$ cat src/rtl/wdog_pkg.sv
package wdog_pkg;

    localparam int ADDR_W = 3;

    // Register word offsets
    localparam logic [ADDR_W-1:0] A_LOAD  = 3'd0;
    localparam logic [ADDR_W-1:0] A_COUNT = 3'd1;
    localparam logic [ADDR_W-1:0] A_CTRL  = 3'd2;
    localparam logic [ADDR_W-1:0] A_KICK  = 3'd3;
    localparam logic [ADDR_W-1:0] A_LOCK  = 3'd4;

    localparam logic [31:0] UNLOCK_KEY = 32'h1ACC_E551;

    // Accepted write actions after lock filtering
    typedef struct packed {
        logic load;
        logic ctrl;
        logic kick;
    } wr_strobe_t;

endpackage

$ cat src/rtl/wdog_gate.sv
module wdog_gate
    import wdog_pkg::*;
#(
    parameter int DATA_W = 32
) (
    input  logic              clk,
    input  logic              rst_n,
    input  logic              soft_rst,
    input  logic              bus_sel,
    input  logic              bus_wr,
    input  logic [ADDR_W-1:0] bus_addr,
    input  logic [DATA_W-1:0] bus_wdata,
    output logic              locked_o,
    output wr_strobe_t        stb_o
);

    logic locked_d, locked_q;
    logic wr_hit;

    always_comb begin
        wr_hit   = bus_sel && bus_wr;
        locked_d = locked_q;
        if (wr_hit && bus_addr == A_LOCK) begin
            locked_d = (bus_wdata != DATA_W'(UNLOCK_KEY));
        end
        if (soft_rst) begin
            locked_d = 1'b1;
        end
        stb_o.load = wr_hit && !locked_q && bus_addr == A_LOAD;
        stb_o.ctrl = wr_hit && !locked_q && bus_addr == A_CTRL;
        stb_o.kick = wr_hit && !locked_q && bus_addr == A_KICK;
    end

    always_ff @(posedge clk or negedge rst_n) begin
        if (!rst_n) begin
            locked_q <= 1'b1;
        end else begin
            locked_q <= locked_d;
        end
    end

    assign locked_o = locked_q;

    // the key opens the gate on the next cycle
    p_key_unlocks_r2: assert property (@(posedge clk) disable iff (!rst_n)
        (bus_sel && bus_wr && bus_addr == A_LOCK && !soft_rst &&
         bus_wdata == DATA_W'(UNLOCK_KEY)) |=> !locked_o);

    // any other value closes it
    p_other_locks_r2: assert property (@(posedge clk) disable iff (!rst_n)
        (bus_sel && bus_wr && bus_addr == A_LOCK &&
         bus_wdata != DATA_W'(UNLOCK_KEY)) |=> locked_o);

    // self reset re-locks
    p_relock_r10: assert property (@(posedge clk) disable iff (!rst_n)
        soft_rst |=> locked_o);

endmodule

$ cat src/rtl/wdog_count.sv
module wdog_count
    import wdog_pkg::*;
#(
    parameter int               DATA_W    = 32,
    parameter int               CNT_W     = 32,
    parameter logic [CNT_W-1:0] LOAD_INIT = CNT_W'(32'h0000_FFFF)
) (
    input  logic              clk,
    input  logic              rst_n,
    input  wr_strobe_t        stb,
    input  logic [DATA_W-1:0] wdata,
    output logic [CNT_W-1:0]  load_o,
    output logic [CNT_W-1:0]  cnt_o,
    output logic              irq_en_o,
    output logic              rst_en_o,
    output logic              pend_o,
    output logic              sys_rst_o
);

    typedef struct packed {
        logic [CNT_W-1:0] load;
        logic [CNT_W-1:0] cnt;
        logic             irq_en;
        logic             rst_en;
        logic             pend;
        logic             rst;
    } cnt_state_t;

    localparam cnt_state_t DEFAULTS = '{
        load:   LOAD_INIT,
        cnt:    LOAD_INIT,
        irq_en: 1'b0,
        rst_en: 1'b0,
        pend:   1'b0,
        rst:    1'b0
    };

    cnt_state_t st_d, st_q;
    logic       at_zero;

    always_comb begin
        st_d     = st_q;
        st_d.rst = 1'b0;
        at_zero  = (st_q.cnt == '0);
        if (st_q.rst) begin
            st_d = DEFAULTS;
        end else begin
            if (stb.ctrl) begin
                st_d.irq_en = wdata[0];
                st_d.rst_en = wdata[1];
            end
            if (stb.load) begin
                st_d.load = wdata[CNT_W-1:0];
                st_d.cnt  = wdata[CNT_W-1:0];
            end else if (stb.kick) begin
                st_d.cnt  = st_q.load;
                st_d.pend = 1'b0;
            end else if (st_q.irq_en) begin
                if (at_zero) begin
                    st_d.cnt = st_q.load;
                    if (!st_q.pend) begin
                        st_d.pend = 1'b1;
                    end else if (st_q.rst_en) begin
                        st_d.rst = 1'b1;
                    end
                end else begin
                    st_d.cnt = st_q.cnt - 1'b1;
                end
            end
        end
    end

    always_ff @(posedge clk or negedge rst_n) begin
        if (!rst_n) begin
            st_q <= DEFAULTS;
        end else begin
            st_q <= st_d;
        end
    end

    assign load_o    = st_q.load;
    assign cnt_o     = st_q.cnt;
    assign irq_en_o  = st_q.irq_en;
    assign rst_en_o  = st_q.rst_en;
    assign pend_o    = st_q.pend;
    assign sys_rst_o = st_q.rst;

    // reset pulse lasts one cycle
    p_pulse_single_r8: assert property (@(posedge clk) disable iff (!rst_n)
        st_q.rst |=> !st_q.rst);

    // pulse only from a pending second expiry with escalation on
    p_rst_cause_r8: assert property (@(posedge clk) disable iff (!rst_n)
        $rose(st_q.rst) |-> $past(st_q.pend && st_q.rst_en && st_q.irq_en && st_q.cnt == '0));

    // defaults follow the pulse
    p_defaults_r10: assert property (@(posedge clk) disable iff (!rst_n)
        st_q.rst |=> (st_q.cnt == LOAD_INIT && st_q.load == LOAD_INIT &&
                      !st_q.pend && !st_q.irq_en && !st_q.rst_en));

    // interrupt rises only from an enabled zero count
    p_irq_cause_r6: assert property (@(posedge clk) disable iff (!rst_n)
        $rose(st_q.pend) |-> $past(st_q.irq_en && st_q.cnt == '0));

    // count holds while disabled and not reloaded
    p_hold_r5: assert property (@(posedge clk) disable iff (!rst_n)
        (!st_q.irq_en && !stb.load && !stb.kick && !st_q.rst) |=> $stable(st_q.cnt));

endmodule

$ cat src/rtl/wdog_escalate.sv
module wdog_escalate
    import wdog_pkg::*;
#(
    parameter int               DATA_W    = 32,
    parameter int               CNT_W     = 32,
    parameter logic [CNT_W-1:0] LOAD_INIT = CNT_W'(32'h0000_FFFF)
) (
    input  logic              clk,
    input  logic              rst_n,
    input  logic              bus_sel,
    input  logic              bus_wr,
    input  logic [ADDR_W-1:0] bus_addr,
    input  logic [DATA_W-1:0] bus_wdata,
    output logic [DATA_W-1:0] bus_rdata,
    output logic              wdt_irq,
    output logic              wdt_sys_rst
);

    wr_strobe_t       stb;
    logic             locked;
    logic [CNT_W-1:0] load_w, cnt_w;
    logic             irq_en_w, rst_en_w, pend_w, sys_rst_w;

    wdog_gate #(.DATA_W(DATA_W)) u_gate (
        .clk       (clk),
        .rst_n     (rst_n),
        .soft_rst  (sys_rst_w),
        .bus_sel   (bus_sel),
        .bus_wr    (bus_wr),
        .bus_addr  (bus_addr),
        .bus_wdata (bus_wdata),
        .locked_o  (locked),
        .stb_o     (stb)
    );

    wdog_count #(
        .DATA_W    (DATA_W),
        .CNT_W     (CNT_W),
        .LOAD_INIT (LOAD_INIT)
    ) u_count (
        .clk       (clk),
        .rst_n     (rst_n),
        .stb       (stb),
        .wdata     (bus_wdata),
        .load_o    (load_w),
        .cnt_o     (cnt_w),
        .irq_en_o  (irq_en_w),
        .rst_en_o  (rst_en_w),
        .pend_o    (pend_w),
        .sys_rst_o (sys_rst_w)
    );

    always_comb begin
        case (bus_addr)
            A_LOAD:  bus_rdata = DATA_W'(load_w);
            A_COUNT: bus_rdata = DATA_W'(cnt_w);
            A_CTRL:  bus_rdata = DATA_W'({rst_en_w, irq_en_w});
            A_KICK:  bus_rdata = DATA_W'(pend_w);
            A_LOCK:  bus_rdata = DATA_W'(locked);
            default: bus_rdata = '0;
        endcase
    end

    assign wdt_irq     = pend_w;
    assign wdt_sys_rst = sys_rst_w;

    // locked writes leave the configuration and the pending interrupt alone
    p_locked_ignore_r3: assert property (@(posedge clk) disable iff (!rst_n)
        (bus_sel && bus_wr && locked && bus_addr != A_LOCK && !sys_rst_w)
        |=> ($stable(load_w) && $stable(irq_en_w) && $stable(rst_en_w) && !$fell(pend_w)));

    // a refresh clears the interrupt
    p_kick_clears_r7: assert property (@(posedge clk) disable iff (!rst_n)
        (bus_sel && bus_wr && !locked && bus_addr == A_KICK) |=> !wdt_irq);

endmodule

$ cat config.mk
export PLATFORM = sky130hd
export DESIGN_NAME = wdog_escalate
export DESIGN_NICKNAME = d
export VERILOG_FILES = /design/src/rtl/wdog_pkg.sv /design/src/rtl/wdog_gate.sv /design/src/rtl/wdog_count.sv /design/src/rtl/wdog_escalate.sv
export SDC_FILE = /design/constraint.sdc
export NUM_CORES = 1
export LEC_CHECK = 0
export BUFFER_PORTS_ARGS = -buffer_cell sky130_fd_sc_hd__buf_2
export CORE_AREA = 2 2 91 93
export DETAILED_ROUTE_END_ITERATION = 7
export DIE_AREA = 0 0 93 95
export PLACE_DENSITY = 0.82
export SETUP_SLACK_MARGIN = 0.15
export SYNTH_ARGS = -nofsm -noshare
export SYNTH_HDL_FRONTEND = slang
export SYNTH_SLANG_ARGS = --single-unit
export TNS_END_PERCENT = 20
$ cat constraint.sdc
create_clock -name clk -period 3.3 [get_ports clk]
set_input_delay 0.66 -clock clk [delete_from_list [all_inputs] [get_ports clk]]
set_output_delay 0.66 -clock clk [all_outputs]
set_load 0.02 [all_outputs]
==> summary.txt <==
OUTCOME
----------------------------------------------------------------------------------------------------
Outcome                                                                                 finished with violations
Violated checks                                                                         design-rule violations

RUN
----------------------------------------------------------------------------------------------------
Max-cap check violation count                                                                      0

PWR
----------------------------------------------------------------------------------------------------
Worst vdd rail ir drop                                                                        341 uV
Design Power                                                                                 2670 uW
Power per unit of standard cell area                                                     524 nW/um^2
Static leakage                                                                            0.00238 uW

CLOCK TREE
----------------------------------------------------------------------------------------------------
Total setup buffers inserted after CTS                                                             0
Buffer cell driving the clock tree root                                                     clkbuf_8
Insertion delay to the later sink of the worst-skew pair                                      360 ps
Number of hold-repair buffers added at the cts stage                                               0
Number of clock sinks seen by CTS                                                                 69
Clock tree from TritonCTS                                                                       done
Clock tree buffer depth                                                                            2
Inserted Clock Buffers                                                                             9
Post-cts gate resize count                                                                         0
CTS HTree Levels                                                                                   3
Clock-pin slew reported for the worst setup and hold paths after clock tree synthesis          80 ps

ROUTING
----------------------------------------------------------------------------------------------------
Routed via count                                                                               4,444
Initial DRT Pass Iterations                                                                        8
Number of DRC markers in iteration 0                                                             609
DRC                                                                                                1
Via density                                                                                     6.53
Post-detailed-route count of antenna-violating nets                                                0
Routed WL                                                                                    13.3 mm
Avg WL per Cell                                                                              19.5 um

GLOBAL ROUTING
----------------------------------------------------------------------------------------------------
Wire length of the first global-routing pass                                                 21.4 mm
All-Layer GR Usage                                                                             0.313
Via count of the first global-routing pass                                                     4,220
Number of antenna violations at the first check in global routing                                  0
Pin count of the biggest net entering global routing                                              38
Overflow left after global routing                                                                 0

FLOORPLAN
----------------------------------------------------------------------------------------------------
Area of the core                                                                          7930 sq um
Boundary Pins                                                                                     73
Row count                                                                                         33
Die span in x                                                                                  93 um
Full die area                                                                             8840 sq um
Starting density of the core                                                                   0.554
DIE HEIGHT                                                                                     95 um

WORST HOLD PATH
----------------------------------------------------------------------------------------------------
Worst Hold Class                                                                        input port to asynchronous set/reset pin

CELLS AND AREA
----------------------------------------------------------------------------------------------------
# diodes                                                                                           0
Area growth from synthesis to layout                                                           16.1%
Most used cells in the layout excluding fill and tap cells                              nand2_1, buf_2, a21oi_1
Register cell area after layout                                                           1770 sq um
Final net count                                                                                  611
Most common cell after layout, fill and taps aside                                           nand2_1
Area taken by multi-input logic gates                                                     2460 sq um
Layout fillers                                                                                   706
Fraction of layout cells with a size suffix above 1                                            0.278

PLACEMENT
----------------------------------------------------------------------------------------------------
Last weighted congestion value of the routability-driven placer                                0.971
Detail Placement HPWL                                                                        9.11 mm
Port buffer count                                                                                 72

SETUP PATH
----------------------------------------------------------------------------------------------------
Type of destination of the critical path                                                   flip-flop
Buffering stage count on the worst path with inverters included                                    1
Element type at the critical path start                                                    flip-flop
Crit path max-delay family                                                              simple AND/OR/NAND/NOR gates
Arrival @ worst endpoint                                                                     3260 ps
Crit Path Category                                                                      flip-flop to flip-flop
Maximum single-stage delay on the critical path                                               730 ps
Critical Path RT                                                                             3570 ps
Highest net fanout along the worst path                                                           14
Slowest-stage cell, CP                                                                         or4_1
Critical Path, Cell by Cell                                                             or4_4 > or4_1 > o31a_1 > buf_4 > mux2i_1 > o211ai_1

YOSYS
----------------------------------------------------------------------------------------------------
Synthesized net count                                                                            544
Post-synth design cell area                                                               4390 sq um
Per-instance average area after synthesis                                                 8.71 sq um
Yosys Warn Count                                                                                   0
EDFF count, synth                                                                                  0
Ys flop type                                                                                 dfrtp_1
Distinct cell type count of the synthesized netlist                                               68
Share of flip-flops with an asynchronous set or reset                                           1.00
Number of cells produced by synthesis                                                            504
Portion of the post-synthesis area used by sequential elements                                 0.403
Register bit count reported by yosys                                                              69

TIMING
----------------------------------------------------------------------------------------------------
Transition at the pin with the smallest max-transition slack                                  964 ps
Unrepaired setup endpoints after global routing                                                false
Worst Skew                                                                                   11.7 ps
Final clock period utilization by the worst path                                               0.905
Hold Violations, Final                                                                             0
Setup total negative slack                                                                      0 ps
Final number of max-transition violations                                                          0
Rel. slew slack                                                                                0.349
Fmax                                                                                         335 MHz
Final setup violation count                                                                        0
Post-layout min period                                                                       2990 ps

state kept, by name (all words and copies together) (netlist names):
signal             cells
u_count.sys_rst_o      1
u_count.cnt_o         32
u_count.pend_o         1
u_gate.locked_o        1
u_count.irq_en_o       1
u_count.rst_en_o       1
u_count.load_o        32
Yosys cell counts (all sizes together) (3+ instances only):
master | n | area, sq um
clkbuf | 28 | 105
o31ai | 3 | 36.3
nor3 | 16 | 96.4
nor4 | 10 | 62.6
mux2i | 10 | 100
nand4 | 5 | 37.5
or4 | 5 | 41.3
a22o | 31 | 273
or3 | 8 | 51.3
nor4b | 3 | 26.3
xor2 | 16 | 140
o221ai | 3 | 32.5
or2 | 3 | 18.8
a311oi | 3 | 26.3
o31a | 3 | 27.5
a222oi | 6 | 60.1
a21o | 4 | 30.0
dfrtp | 36 | 901
nand2 | 96 | 363
buf | 8 | 55.1
o21ai | 15 | 75.1
o211ai | 13 | 103
inv | 4 | 15.0
nor2b | 3 | 18.8
and2 | 4 | 25.0
xnor2 | 7 | 61.3
nand3 | 7 | 35.0
dfstp | 33 | 867
a31oi | 3 | 18.8
a22oi | 7 | 52.6
a21oi | 47 | 235
nor2 | 35 | 131
power by group:
group	internal (uW)	switching, uW	total [uW]
combinational	328	368	697
sequential	1060	218	1280
clock	348	347	694
cell families after synthesis:
logic type / after synthesis / synth area share
and+or+nand+nor: 207 / 0.229
AOI/OAI and AO/OA: 153 / 0.251
xor gates and xnor gates: 23 / 0.0459
adders and majority gates: 1 / 0.00285
DFF: 69 / 0.403
buffers and inverters: 40 / 0.0399
muxes: 11 / 0.0279
path summary, 6_finish.rpt:
| check | from | endpoint | slack (ps) | cells past startpoint |
|---|---|---|---|---|
| max | u_count.cnt_o[16] | u_count.cnt_o[12] | 310 | 6 |
| min | rst_n | u_count.load_o[19] | 380 | 1 |
| max reg2reg | u_count.cnt_o[16] | u_count.cnt_o[12] | 310 | 6 |
| min reg2reg | u_count.load_o[6] | u_count.load_o[6] | 470 | 2 |
| max in group asynchronous | rst_n | u_count.cnt_o[1] | 2190 | 2 |
| min in group clk | u_count.load_o[6] | u_count.load_o[6] | 470 | 2 |
per-stage QoR:
| stage | util | worst slack (ps) | std cells | area, sq um | hold slack (ps) |
|---|---|---|---|---|---|
| 5_1_grt | 0.643 | 204 | 681 | 5100 | 418 |
| 4_1_cts | 0.643 | 330 | 681 | 5100 | 386 |
| 2_1_floorplan | - | 704 | 504 | 4390 | 364 |
| 3_5_place_dp | 0.619 | 351 | 665 | 4910 | 459 |
| 6_report | 0.643 | 312 | 681 | 5100 | 377 |
| 3_3_place_gp | 0.619 | 464 | 665 | 4910 | 456 |
routing by layer:
metal	vias up	global-route usage	routed length, um
met5	-	0	0
met4	0	0.131	361
met3	39	0.0575	1320
met2	263	0.496	6250
met1	2146	0.424	5330
li1	1996	-	-
layout make-up:
type | instances | share of cell area
clock inverter | 6 | 0.0125
inverter | 4 | 0.00294
sequential | 69 | 0.347
timing repair buffer | 92 | 0.105
clock buffer | 10 | 0.0250
tap | 105 | 0.0258
multi-input combinational | 395 | 0.482
No activity file was read; power rests on OpenSTA's default activity.
